===== src/rtl/mcyc_pkg.sv =====
package mcyc_pkg;

    localparam int PHASES = 2;

    typedef enum logic [1:0] {
        XF_NONE   = 2'd0,
        XF_FIRST  = 2'd1,
        XF_SECOND = 2'd2
    } xfer_e;

    function automatic int slot_of(input int state_no, input int phase_no);
        return (state_no - 1) * PHASES + (phase_no - 1);
    endfunction

endpackage


===== src/rtl/mcyc_timebase.sv =====
module mcyc_timebase #(
    parameter int STATES = 6,
    localparam int SLOTS = STATES * mcyc_pkg::PHASES,
    localparam int SLOT_W = $clog2(SLOTS)
) (
    input  logic              clk,
    input  logic              rst,
    output logic [SLOT_W-1:0] slot_o,
    output logic              last_o
);
    localparam logic [SLOT_W-1:0] LAST = SLOT_W'(SLOTS - 1);

    typedef struct packed {
        logic [SLOT_W-1:0] slot;
    } tb_state_t;

    tb_state_t st_d, st_q;

    always_comb begin
        st_d = st_q;
        if (st_q.slot == LAST) st_d.slot = '0;
        else                   st_d.slot = st_q.slot + 1'b1;
    end

    always_ff @(posedge clk) begin
        if (rst) st_q <= '0;
        else     st_q <= st_d;
    end

    assign slot_o = st_q.slot;
    assign last_o = (st_q.slot == LAST);

    assert_slot_wrap_R2: assert property (@(posedge clk) disable iff (rst)
        last_o |=> (slot_o == '0));
    assert_slot_step_R2: assert property (@(posedge clk) disable iff (rst)
        !last_o |=> (slot_o == $past(slot_o) + 1'b1));
endmodule


===== src/rtl/mcyc_xfer.sv =====
module mcyc_xfer (
    input  logic            clk,
    input  logic            rst,
    input  logic            cyc_last,
    input  logic            xdata_req,
    output mcyc_pkg::xfer_e kind_o
);
    import mcyc_pkg::*;

    typedef struct packed {
        xfer_e kind;
    } xf_state_t;

    xf_state_t st_d, st_q;

    always_comb begin
        st_d = st_q;
        if (cyc_last) begin
            if (st_q.kind == XF_FIRST) st_d.kind = XF_SECOND;
            else if (xdata_req)        st_d.kind = XF_FIRST;
            else                       st_d.kind = XF_NONE;
        end
    end

    always_ff @(posedge clk) begin
        if (rst) st_q <= '{kind: XF_NONE};
        else     st_q <= st_d;
    end

    assign kind_o = st_q.kind;

    assert_second_follows_first_R8: assert property (@(posedge clk) disable iff (rst)
        (kind_o == XF_SECOND && !$stable(kind_o)) |-> ($past(kind_o) == XF_FIRST));
    assert_kind_holds_in_cycle_R8: assert property (@(posedge clk) disable iff (rst)
        !$past(cyc_last) |-> $stable(kind_o));
endmodule


===== src/rtl/mcyc_strobe.sv =====
module mcyc_strobe #(
    parameter int STATES = 6,
    localparam int SLOTS = STATES * mcyc_pkg::PHASES,
    localparam int SLOT_W = $clog2(SLOTS)
) (
    input  logic              clk,
    input  logic              rst,
    input  logic [SLOT_W-1:0] slot,
    input  mcyc_pkg::xfer_e   kind,
    input  logic              ext_prog,
    input  logic              need_byte,
    output logic              ale,
    output logic              psen_n,
    output logic              fetch_op,
    output logic              fetch_nxt,
    output logic              pc_inc,
    output logic              xstb_n
);
    import mcyc_pkg::*;

    localparam int HALF = STATES / 2;
    localparam logic [SLOT_W-1:0] ADDR1_SLOT = SLOT_W'(slot_of(1, 2));
    localparam logic [SLOT_W-1:0] ADDR2_SLOT = SLOT_W'(slot_of(HALF + 1, 2));
    localparam logic [SLOT_W-1:0] WIN1_LO    = SLOT_W'(slot_of(HALF, 1));
    localparam logic [SLOT_W-1:0] WIN1_HI    = SLOT_W'(slot_of(HALF + 1, 1));
    localparam logic [SLOT_W-1:0] WIN2_LO    = SLOT_W'(slot_of(STATES, 1));
    localparam logic [SLOT_W-1:0] LAST_SLOT  = SLOT_W'(SLOTS - 1);
    localparam logic [SLOT_W-1:0] XSTB_HI    = SLOT_W'(slot_of(HALF, 2));

    typedef struct packed {
        logic tail;
    } sb_state_t;

    sb_state_t st_d, st_q;
    logic second, first, win_early, win_late, win_head, rd_win;

    always_comb begin
        second    = (kind == XF_SECOND);
        first     = (kind == XF_FIRST);
        win_early = (slot >= WIN1_LO) && (slot <= WIN1_HI) && !second;
        win_late  = (slot >= WIN2_LO) && !first;
        win_head  = (slot == '0) && st_q.tail;
        rd_win    = ext_prog && (win_early || win_late || win_head);

        ale       = (slot == ADDR2_SLOT) || ((slot == ADDR1_SLOT) && !second);
        fetch_op  = (slot == ADDR1_SLOT) && !second;
        fetch_nxt = (slot == ADDR2_SLOT) && !second;
        pc_inc    = fetch_op || (fetch_nxt && need_byte);
        psen_n    = !rd_win;
        xstb_n    = !(second && (slot <= XSTB_HI));

        st_d      = st_q;
        st_d.tail = (slot == LAST_SLOT) && rd_win;
    end

    always_ff @(posedge clk) begin
        if (rst) st_q <= '0;
        else     st_q <= st_d;
    end

    assert_ale_psen_apart_R4: assert property (@(posedge clk) disable iff (rst)
        ale |-> psen_n);
    assert_psen_idle_internal_R5: assert property (@(posedge clk) disable iff (rst)
        !ext_prog |-> psen_n);
    assert_pc_only_on_fetch_R7: assert property (@(posedge clk) disable iff (rst)
        pc_inc |-> (fetch_op || fetch_nxt));
    assert_no_fetch_in_xfer_R9: assert property (@(posedge clk) disable iff (rst)
        !xstb_n |-> !(fetch_op || fetch_nxt || ale));
endmodule


===== src/rtl/mcyc_seq.sv =====
module mcyc_seq #(
    parameter int STATES = 6,
    localparam int SLOTS = STATES * mcyc_pkg::PHASES,
    localparam int SLOT_W = $clog2(SLOTS),
    localparam int STATE_W = $clog2(STATES + 1)
) (
    input  logic               clk,
    input  logic               rst,
    input  logic               ext_prog,
    input  logic               need_byte,
    input  logic               xdata_req,
    output logic [STATE_W-1:0] state_idx,
    output logic               phase2,
    output logic               ale,
    output logic               psen_n,
    output logic               fetch_op,
    output logic               fetch_nxt,
    output logic               pc_inc,
    output logic               cyc_end,
    output logic               xstb_n
);
    import mcyc_pkg::*;

    logic [SLOT_W-1:0] slot;
    logic              last;
    xfer_e             kind;

    mcyc_timebase #(.STATES(STATES)) u_tb (
        .clk(clk), .rst(rst), .slot_o(slot), .last_o(last)
    );

    mcyc_xfer u_xf (
        .clk(clk), .rst(rst), .cyc_last(last), .xdata_req(xdata_req), .kind_o(kind)
    );

    mcyc_strobe #(.STATES(STATES)) u_sb (
        .clk(clk), .rst(rst), .slot(slot), .kind(kind),
        .ext_prog(ext_prog), .need_byte(need_byte),
        .ale(ale), .psen_n(psen_n), .fetch_op(fetch_op), .fetch_nxt(fetch_nxt),
        .pc_inc(pc_inc), .xstb_n(xstb_n)
    );

    localparam int SLOT_PAD = (SLOT_W > STATE_W) ? SLOT_W : STATE_W;
    logic [SLOT_PAD-1:0] slot_wide;
    assign slot_wide = SLOT_PAD'(slot);
    assign state_idx = STATE_W'(slot_wide >> 1) + STATE_W'(1);
    assign phase2    = slot[0];
    assign cyc_end   = last;

    assert_end_pulse_R3: assert property (@(posedge clk) disable iff (rst)
        cyc_end |=> (!cyc_end && state_idx == STATE_W'(1) && !phase2));
endmodule


===== config.mk =====
export PLATFORM = sky130hd
export DESIGN_NAME = mcyc_seq
export DESIGN_NICKNAME = d
export VERILOG_FILES = /design/src/rtl/mcyc_pkg.sv /design/src/rtl/mcyc_timebase.sv /design/src/rtl/mcyc_xfer.sv /design/src/rtl/mcyc_strobe.sv /design/src/rtl/mcyc_seq.sv
export SDC_FILE = /design/constraint.sdc
export NUM_CORES = 1
export LEC_CHECK = 0
export ABC_CLOCK_PERIOD_IN_PS = 1500
export BUFFER_PORTS_ARGS = -buffer_cell sky130_fd_sc_hd__buf_2
export CAP_MARGIN = 40
export CORE_AREA = 2 2 39 41
export CTS_CLUSTER_SIZE = 30
export DETAILED_ROUTE_END_ITERATION = 12
export DIE_AREA = 0 0 41 43
export HOLD_SLACK_MARGIN = 0.03
export SYNTH_ARGS = -nofsm -noshare
export SYNTH_HDL_FRONTEND = slang
export SYNTH_SLANG_ARGS = --single-unit

===== constraint.sdc =====
create_clock -name clk -period 1.5 [get_ports clk]
set_input_delay 0.225 -clock clk [delete_from_list [all_inputs] [get_ports clk]]
set_output_delay 0.225 -clock clk [all_outputs]
set_load 0.02 [all_outputs]

==> results.tsv, run 1 <==
stage	metric	value	unit
status	outcome	finished with violations	
status	failing checks	setup timing	
synthesis	Synth Area in Adders	0.1531	
synthesis	Compound-Gate Fraction of Synth Area	0.1786	
synthesis	Post-synth EDFFs	0	
global_route	initial antenna violation count	0	
die	Ports	16	
timing	period utilisation layout	1.302	
synthesis	mux cell area share after synthesis	0.02041	
timing	Pins Over Slew Limit	0	
synthesis	Synth area leader	dfxtp_1	
synthesis	syn_nets	70	
hold_path	worst min path class	input port to flop	
cts	hold_buf cts	0	
drt	DRC Markers	0	
synthesis	Synth Area in XOR/XNOR	0.03571	
timing	Worst Tran Pin Value	0.2391	ns
worst_setup_path	Worst Path Arrival	1.73	ns
worst_setup_path	CP startpoint kind	flop	
die	initial core utilization	0.3544	
synthesis	Distinct cells, synth	27	
layout	share of cells above drive strength 1	0.6630	
synthesis	Synth Area per Inst	8.313	um2
cts	clk sinks	7	
die	Die Width	41	um
die	chip height	43	um
drt	drt total wl	1438	um
timing	f_max	0.5119	GHz
synthesis	Top FF cell, synth	dfxtp_1	
layout	Final nets	104	
global_route	first-pass GRT wire length	1869	um
layout	Area Growth Syn to Fin	88.78	%
synthesis	Yosys reg bits	7	
cts	htree depth	1	
layout	# fillers	112	
timing	setup ws final	-0.4535	ns
placement	DP Wirelength	884.3	um
placement	Buffers on Ports	15	
global_route	number of global-route vias before repair	486	
drt	vias	538	
timing	normalized max-slew margin	0.8389	
synthesis	synthesized area	490.5	um2
die	row cnt	14	
synthesis	Seq/Total Area, Yosys	0.2857	
power	maximum vdd drop	0.4206	mV
cts	CTS Buf Count	3	
timing	count of final setup violators	8	
flow_run	maxcap violations	0	
global_route	gr ovfl total	0	
drt	wire per inst	13.31	um
timing	final hold vios	0	
cts	CTS clk-pin slew, worst paths	0.05	ns
power	P_leak	0.4198	nW
drt	final antenna-violating net count	0	
drt	vias per cell	4.981	
cts	CTS tree	done	
die	die area	0.001763	mm2
synthesis	Synth async-reset ratio	0	
timing	min Tclk post-route	1.953	ns
synthesis	Post-Syn Instances	59	
synthesis	most frequent cell after synthesis	dfxtp_1	
placement	Placer Congestion	0.7191	
worst_setup_path	Worst EP required	1.27	ns
power	pwr/cell area	645.4	mW/mm2
synthesis	Post-synth top cells	7 x dfxtp_1, 6 x ha_1, 5 x nand2_1, 5 x nor2_1, 4 x inv_1	
synthesis	yosys warns	0	
timing	RSZ-0062 raised after global routing	yes	
cts	later-pin clock latency in the skew report	0.24	ns
synthesis	post-synth top area share	0.2857	
worst_setup_path	critical path type	flop to primary output	
worst_setup_path	Max Fanout on Critical Path	2	
layout	Antenna diodes	0	
layout	fin area	925.9	um2
drt	1st-iter DRT viols	6	
placement	DP Area	668.1	um2
drt	1st-pass router iterations	4	
worst_setup_path	CP Capture Type	primary output	
synthesis	top cells by area, synth	dfxtp_1 29%, ha_1 15%, nand2_1 3.8%	
global_route	largest net degree at the start of global routing	13	
layout	Final Util	0.6691	
timing	Worst Skew	0.002340	ns
cts	root buffer cell	clkbuf_4	
global_route	Total Routing Usage GR	0.1630	
die	area of the core	0.001384	mm2
cts	deepest clock path buffer count	2	
synthesis	largest family of logic cells by synthesized area	simple AND/OR/NAND/NOR gates	
synthesis	Synth Area in Simple Gates	0.2781	
## logic make-up after synthesis
group / count (synthesis)
buf+inv: 6
xor+xnor: 2
fa+ha+maj: 6
mux: 1
flops: 7
simple gates: 26
compound gates: 11
## flip-flops by register name, indices dropped and copies added, names as in the netlist
name         count
u_sb.st_q        1
u_xf.kind_o      2
u_tb.slot_o      4
## per-stage QoR
step / hold WS (ns) / worst slack, ns / power, W / setup TNS (ns) / cells
2_1_floorplan: 0.2941 / -0.1947 / 0.0002879 / -0.1947 / 59
3_3_place_gp: 0.4728 / -0.1509 / 0.0003479 / -0.1509 / 99
3_5_place_dp: 0.4791 / -0.1790 / 0.0003505 / -0.1790 / 99
4_1_cts: 0.2216 / -0.4185 / 0.0005599 / -0.7188 / 105
5_1_grt: 0.2489 / -0.5361 / 0.0006324 / -1.801 / 108
6_report: 0.2309 / -0.4535 / 0.0005975 / -1.307 / 108
## critical path, cell delays in order (launching register included)
cell and delay, ns:
dfxtp_4 0.34, inv_2 0.04, ha_2 0.16, or3_4 0.33, a32oi_2 0.23, nor2b_1 0.08, a41oi_2 0.17, buf_6 0.14
## routing by layer
| metal | routed length [um] | track usage |
|---|---|---|
| met4 | 31 | 0.1200 |
| met3 | 48 | 0.03141 |
| met1 | 530 | 0.1618 |
| met2 | 827 | 0.2750 |
| met5 | 0 | 0 |
## path summary, 6_finish.rpt
path	startpoint	end	slack (ns)	cells past startpoint
max	u_tb.slot_o[0]	psen_n	-0.45	7
min	xdata_req	u_xf.kind_o[0]	0.23	3
max reg2reg	u_tb.slot_o[1]	u_sb.st_q	0.03	8
min reg2reg	u_xf.kind_o[0]	u_xf.kind_o[0]	0.50	2
## cells in the final DEF, fill, tap and decap left out, types with 3 or more instances in the layout
cell type,n
dfxtp_1,3
buf_2,6
nor2_1,4
buf_6,13
buf_4,12
nand2_4,3
ha_4,3
clkbuf_4,3
## cell type report
| type | instances | area [um2] | area share |
|---|---|---|---|
| clock buffers | 4 | 26.28 | 0.02838 |
| flip-flops and latches | 7 | 150.1 | 0.1622 |
| repair buffers | 31 | 266.5 | 0.2878 |
| well taps | 16 | 20.02 | 0.02162 |
| inverters | 4 | 17.52 | 0.01892 |
| multi-input cells | 46 | 445.4 | 0.4811 |
## report_power, final
part | switching [W] | leakage [nW] | total (W) | internal [W]
logic | 0.000110 | 0.346 | 0.000231 | 0.000122
clock network | 0.0000631 | 0.0150 | 0.000164 | 0.000101
registers | 0.00000799 | 0.0591 | 0.000202 | 0.000194
total | 0.000181 | 0.420 | 0.000598 | 0.000417
## repair_timing
item	CTS	global route
resized for setup	24	30
endpoints found under the setup margin	8	9
buffers inserted	2	3
pin swaps	3	4
Power figures use the tool's default switching activity.
==> run 2, diff against run 1 <==
--- a/config.mk
+++ b/config.mk
@@ -5,6 +5,7 @@
 export SDC_FILE = /design/constraint.sdc
 export NUM_CORES = 1
 export LEC_CHECK = 0
+export ABC_AREA = 1
 export ABC_CLOCK_PERIOD_IN_PS = 1500
 export BUFFER_PORTS_ARGS = -buffer_cell sky130_fd_sc_hd__buf_2
 export CAP_MARGIN = 40
==> results.tsv, run 2 <==
stage	metric	value	unit
status	outcome	finished with violations	
status	failing checks	setup timing	
global_route	number of global-route vias before repair	454	
cts	deepest clock path buffer count	2	
layout	Area Growth Syn to Fin	70.91	%
die	Die Width	41	um
power	P_sw	0.0002230	W
synthesis	Distinct cells, synth	18	
worst_setup_path	Crit-path slowest cell	dfxtp_4	
worst_setup_path	R2R Path Start	u_tb.slot_o[1]	
layout	most frequent cells in the layout	13 x nand2_1, 8 x inv_1, 8 x buf_2	
worst_setup_path	Worst EP required	1.27	ns
timing	final hold vios	0	
synthesis	Post-synth top cells	13 x nand2_1, 11 x inv_1, 9 x nor2_1, 7 x dfxtp_1, 6 x ha_1	
synthesis	Yosys reg bits	7	
power	Gate power share	0.387	
global_route	largest net degree at the start of global routing	7	
cts	htree depth	1	
cts	CTS clk-pin slew, worst paths	0.05	ns
timing	WHS	0.2547	ns
synthesis	Post-synth EDFFs	0	
drt	vias per cell	4.477	
layout	Antenna diodes	0	
power	pwr/cell area	765.8	mW/mm2
timing	min Tclk post-route	1.597	ns
layout	share of cells above drive strength 1	0.5934	
drt	wire per inst	10.92	um
worst_setup_path	Worst Reg-to-Reg Cells	9	
worst_setup_path	CP startpoint kind	flop	
worst_setup_path	worst-path cell chain	inv_6 > ha_4 > nand2_1 > a21oi_2 > nand2_1 > nand2_1 > nand2_2 > buf_6	
worst_setup_path	critical path type	flop to primary output	
die	chip height	43	um
power	switching share of power	0.3537	
placement	DP Wirelength	778.1	um
layout	most common cell after layout, fill and taps aside	nand2_1	
layout	Largest register FFs	4	
drt	1st-pass router iterations	4	
global_route	initial antenna violation count	0	
die	area of the core	0.001384	mm2
die	Ports	16	
worst_setup_path	R2R setup slack	0.25	ns
synthesis	Post-Syn Instances	66	
die	row cnt	14	
synthesis	most frequent cell after synthesis	nand2_1	
timing	setup ws final	-0.09652	ns
synthesis	synthesized area	481.7	um2
power	Reg power frac	0.344	
synthesis	syn_nets	77	
timing	period utilisation layout	1.064	
drt	vias	479	
timing	Pins Over Slew Limit	0	
drt	DRC Markers	0	
synthesis	post-synth top area share	0.2909	
timing	Worst Tran Pin Value	0.2254	ns
synthesis	Top FF cell, synth	dfxtp_1	
cts	CTS Buf Count	3	
synthesis	yosys warns	0	
layout	Finished Layout Cells	107	
worst_setup_path	Worst Path Arrival	1.37	ns
synthesis	top cells by area, synth	dfxtp_1 29%, ha_1 16%, nand2_1 10%	
hold_path	worst min path class	input port to flop	
placement	placed cells	98	
worst_setup_path	max incr delay on CP	0.37	ns
placement	worst slack, placed	0.03022	ns
timing	normalized max-slew margin	0.8492	
synthesis	Seq/Total Area, Yosys	0.2909	
power	P_leak	0.3662	nW
power	maximum vdd drop	0.3728	mV
hold_path	hold endpoint	u_xf.kind_o[0]	
drt	final antenna-violating net count	0	
drt	drt total wl	1168	um
cts	root buffer cell	clkbuf_4	
placement	Buffers on Ports	15	
synthesis	Synth async-reset ratio	0	
power	Clk network pwr share	0.269	
die	initial core utilization	0.3481	
placement	Placer Congestion	0.6966	
drt	1st-iter DRT viols	4	
timing	f_max	0.6264	GHz
worst_setup_path	CP Capture Type	primary output	
global_route	Total Routing Usage GR	0.1558	
cts	clk sinks	7	
synthesis	Synth area leader	dfxtp_1	
flow_run	maxcap violations	0	
worst_setup_path	Worst R2R End	u_sb.st_q	
power	cell-internal power	0.0004075	W
timing	RSZ-0062 raised after global routing	yes	
worst_setup_path	cell mode on critical path	nand2_1	
hold_path	hold path cells	3	
cts	later-pin clock latency in the skew report	0.24	ns
die	die area	0.001763	mm2
cts	hold_buf cts	0	
worst_setup_path	Max Fanout on Critical Path	5	
global_route	first-pass GRT wire length	1904	um
timing	count of final setup violators	5	
global_route	gr ovfl total	0	
cts	CTS tree	done	
synthesis	Synth Area per Inst	7.299	um2
layout	Final nets	103	
hold_path	HP Start	xdata_req	
timing	Worst Skew	0.0004119	ns
## run 2: cell types whose count changed after synthesis, moves of 2 or more
cell | before | now
and2_1 | 2 | 0
inv_1 | 4 | 11
nand2_1 | 5 | 13
nand2_2 | 0 | 3
nand2b_1 | 3 | 0
nor2_1 | 5 | 9
nor3_1 | 3 | 0
o21ai_0 | 2 | 0
o22ai_1 | 0 | 2
or3_1 | 2 | 0
## run 2: what timing repair did
action                     4_1_cts  5_1_grt
buffers inserted                 5        0
resized for setup               30       15
setup endpoints to repair        8        8
pin swaps                        9        7
## run 2: worst max path at each step
stage / startpoint / end / depth (start not counted)
after floorplan: u_tb.slot_o[1] / xstb_n / 3
after global placement: u_tb.slot_o[1] / psen_n / 8
after detailed placement: u_tb.slot_o[1] / psen_n / 8
after CTS: u_tb.slot_o[0] / psen_n / 8
after global routing: u_tb.slot_o[0] / psen_n / 8
final: u_tb.slot_o[1] / psen_n / 8
## run 2: cell type report
cell class                      count  area (um2)
Clock buffer                        4       26.28
Fill cell                         119       560.5
Inverter                           12       52.55
Multi-Input combinational cell     47       409.1
Sequential cell                     7       151.4
Tap cell                           16       20.02
Timing Repair Buffer               21       163.9
## run 2: cell families (layout without fill, tap and decap cells)
kind of cell,after synthesis,count (layout),synth area share
DFF,7,7,0.2909
adders and majority gates,6,6,0.1558
xor gates and xnor gates,1,1,0.01819
and+or+nand+nor,32,32,0.3143
AOI/OAI and AO/OA,8,8,0.1273
buffers and inverters,12,37,0.09350
## run 2: through the flow
| step | util | cell area [um2] | TNS [ns] | total power (W) |
|---|---|---|---|---|
| after floorplan | - | 493.0 | 0 | 0.0003279 |
| after global placement | 0.4304 | 595.6 | 0 | 0.0003737 |
| after detailed placement | 0.4304 | 595.6 | 0 | 0.0003755 |
| after CTS | 0.5524 | 764.5 | -0.2719 | 0.0006088 |
| after global routing | 0.5949 | 823.3 | -0.6723 | 0.0006728 |
| final | 0.5949 | 823.3 | -0.1995 | 0.0006305 |
## run 2: power groups by stage
stage / clock network (W) / logic, W / registers [W]
final: 0.000170 / 0.000244 / 0.000217
after global routing: 0.000186 / 0.000268 / 0.000218
after floorplan: 0 / 0.000115 / 0.000213
after CTS: 0.000173 / 0.000220 / 0.000215
after detailed placement: 0 / 0.000164 / 0.000212
after global placement: 0 / 0.000162 / 0.000211
## run 2: critical path: cells and delay by family, from the launching register on
| family | cells | cell delay [ns] |
|---|---|---|
| flops | 1 | 0.37 |
| buf+inv | 2 | 0.22 |
| compound gates | 1 | 0.14 |
| fa+ha+maj | 1 | 0.13 |
| simple gates | 4 | 0.26 |
## run 2: per-layer routing
metal	part of all wire	wire [um]	vias up	track usage
li1	-	-	256	-
met4	0.0068	8	0	0.08000
met2	0.48	566	10	0.2313
met3	0.029	34	2	0.01571
met5	0	0	-	0
met1	0.48	559	211	0.2129
==> run 3, diff against run 2 <==
--- a/config.mk
+++ b/config.mk
@@ -14,6 +14,8 @@
 export DETAILED_ROUTE_END_ITERATION = 12
 export DIE_AREA = 0 0 41 43
 export HOLD_SLACK_MARGIN = 0.03
+export RECOVER_POWER = 25
+export SKIP_CTS_REPAIR_TIMING = 1
 export SYNTH_ARGS = -nofsm -noshare
 export SYNTH_HDL_FRONTEND = slang
 export SYNTH_SLANG_ARGS = --single-unit
==> results.tsv, run 3 (same netlist as run 2, synthesis figures left out) <==
stage	metric	value	unit
die	area of the core	0.001384	mm2
layout	most common cell after layout, fill and taps aside	nand2_1	
placement	DP Wirelength	778.1	um
hold_path	hold endpoint	u_xf.kind_o[0]	
global_route	first-pass GRT wire length	1469	um
drt	DRC Markers	0	
worst_setup_path	Worst Reg-to-Reg Cells	6	
global_route	number of global-route vias before repair	383	
global_route	gr ovfl total	0	
worst_setup_path	R2R Path Start	u_tb.slot_o[0]	
timing	Worst Tran Pin Value	0.2359	ns
timing	normalized max-slew margin	0.8422	
global_route	initial antenna violation count	0	
die	chip height	43	um
worst_setup_path	CP startpoint kind	flop	
die	row cnt	14	
worst_setup_path	CP Capture Type	primary output	
hold_path	hold path cells	3	
placement	worst slack, placed	0.03022	ns
drt	final antenna-violating net count	0	
worst_setup_path	Worst EP required	1.27	ns
global_route	largest net degree at the start of global routing	7	
cts	CTS tree	done	
worst_setup_path	critical path type	flop to primary output	
flow_run	maxcap violations	0	
drt	vias per cell	4.600	
timing	RSZ-0062 raised after global routing	yes	
die	initial core utilization	0.3481	
layout	share of cells above drive strength 1	0.5281	
layout	Antenna diodes	0	
power	Tot Pwr	0.0006111	W
drt	vias	483	
power	P_leak	0.3576	nW
die	Ports	16	
worst_setup_path	Max Fanout on Critical Path	5	
cts	clk sinks	7	
global_route	Total Routing Usage GR	0.1205	
timing	f_max	0.6239	GHz
placement	Buffers on Ports	15	
layout	Final nets	101	
timing	final hold vios	0	
cts	CTS Buf Count	3	
timing	Pins Over Slew Limit	0	
cts	deepest clock path buffer count	2	
hold_path	HP Start	xdata_req	
timing	Worst Skew	0.0005520	ns
die	die area	0.001763	mm2
timing	min Tclk post-route	1.603	ns
drt	1st-pass router iterations	3	
layout	Area Growth Syn to Fin	64.16	%
cts	later-pin clock latency in the skew report	0.24	ns
timing	TNS Setup	-0.3038	ns
power	maximum vdd drop	0.3596	mV
cts	CTS clk-pin slew, worst paths	0.05	ns
worst_setup_path	R2R setup slack	0.23	ns
status	outcome	finished with violations	
drt	drt total wl	1177	um
layout	Largest register FFs	4	
hold_path	worst min path class	input port to flop	
drt	1st-iter DRT viols	3	
worst_setup_path	Worst Path Arrival	1.38	ns
timing	period utilisation layout	1.069	
die	Die Width	41	um
worst_setup_path	Worst R2R End	u_xf.kind_o[0]	
layout	most frequent cells in the layout	13 x nand2_1, 8 x inv_1, 8 x buf_2	
power	pwr/cell area	772.9	mW/mm2
drt	wire per inst	11.21	um
timing	setup ws final	-0.1028	ns
status	failing checks	setup timing	
placement	Placer Congestion	0.6966	
cts	htree depth	1	
cts	root buffer cell	clkbuf_4	
timing	count of final setup violators	5	
run 3: worst max-delay path by stage:
stage	start	end	slack, ns
detailed placement	u_tb.slot_o[1]	psen_n	0.03
floorplan	u_tb.slot_o[1]	xstb_n	0.06
global route	u_tb.slot_o[1]	psen_n	-0.19
finish	u_tb.slot_o[1]	psen_n	-0.10
CTS	u_tb.slot_o[1]	psen_n	-0.24
global placement	u_tb.slot_o[1]	psen_n	0.05
run 3: area by class of cell:
type	count	area [um2]
fill	118	593.1
multi-input combinational	47	389.1
sequential	7	151.4
timing repair buffer	19	148.9
inverter	12	55.05
clock buffer	4	26.28
tap	16	20.02
run 3: critical path, cell delays in order (launching register included):
cell and delay [ns]:
dfxtp_4 0.38, inv_6 0.09, ha_1 0.15, nand2_1 0.06
a21oi_1 0.13, nand2_1 0.06, nand2_1 0.08, nand2_2 0.07
buf_6 0.13
run 3: power by group:
group	leakage, nW	switching [W]	total, W	internal, W
registers	0.0591	0.0000224	0.000218	0.000196
logic	0.284	0.000126	0.000224	0.0000977
clock network	0.0150	0.0000673	0.000169	0.000101
total	0.358	0.000216	0.000611	0.000395
run 3: stage by stage:
stage	util	cells	hold slack [ns]	area (um2)
3_3_place_gp	0.4304	98	0.4089	595.6
2_1_floorplan	-	66	0.3915	493.0
6_report	0.5714	105	0.2572	790.8
4_1_cts	0.4494	102	0.2154	621.8
5_1_grt	0.5714	105	0.2590	790.8
3_5_place_dp	0.4304	98	0.4131	595.6
run 3: layer usage:
layer | up-vias | global-route usage | wire, um
met5 | - | 0 | 0
met4 | 0 | 0.08000 | 0
met3 | 0 | 0.01571 | 29
met2 | 10 | 0.1750 | 608
met1 | 223 | 0.1576 | 539
li1 | 250 | - | -
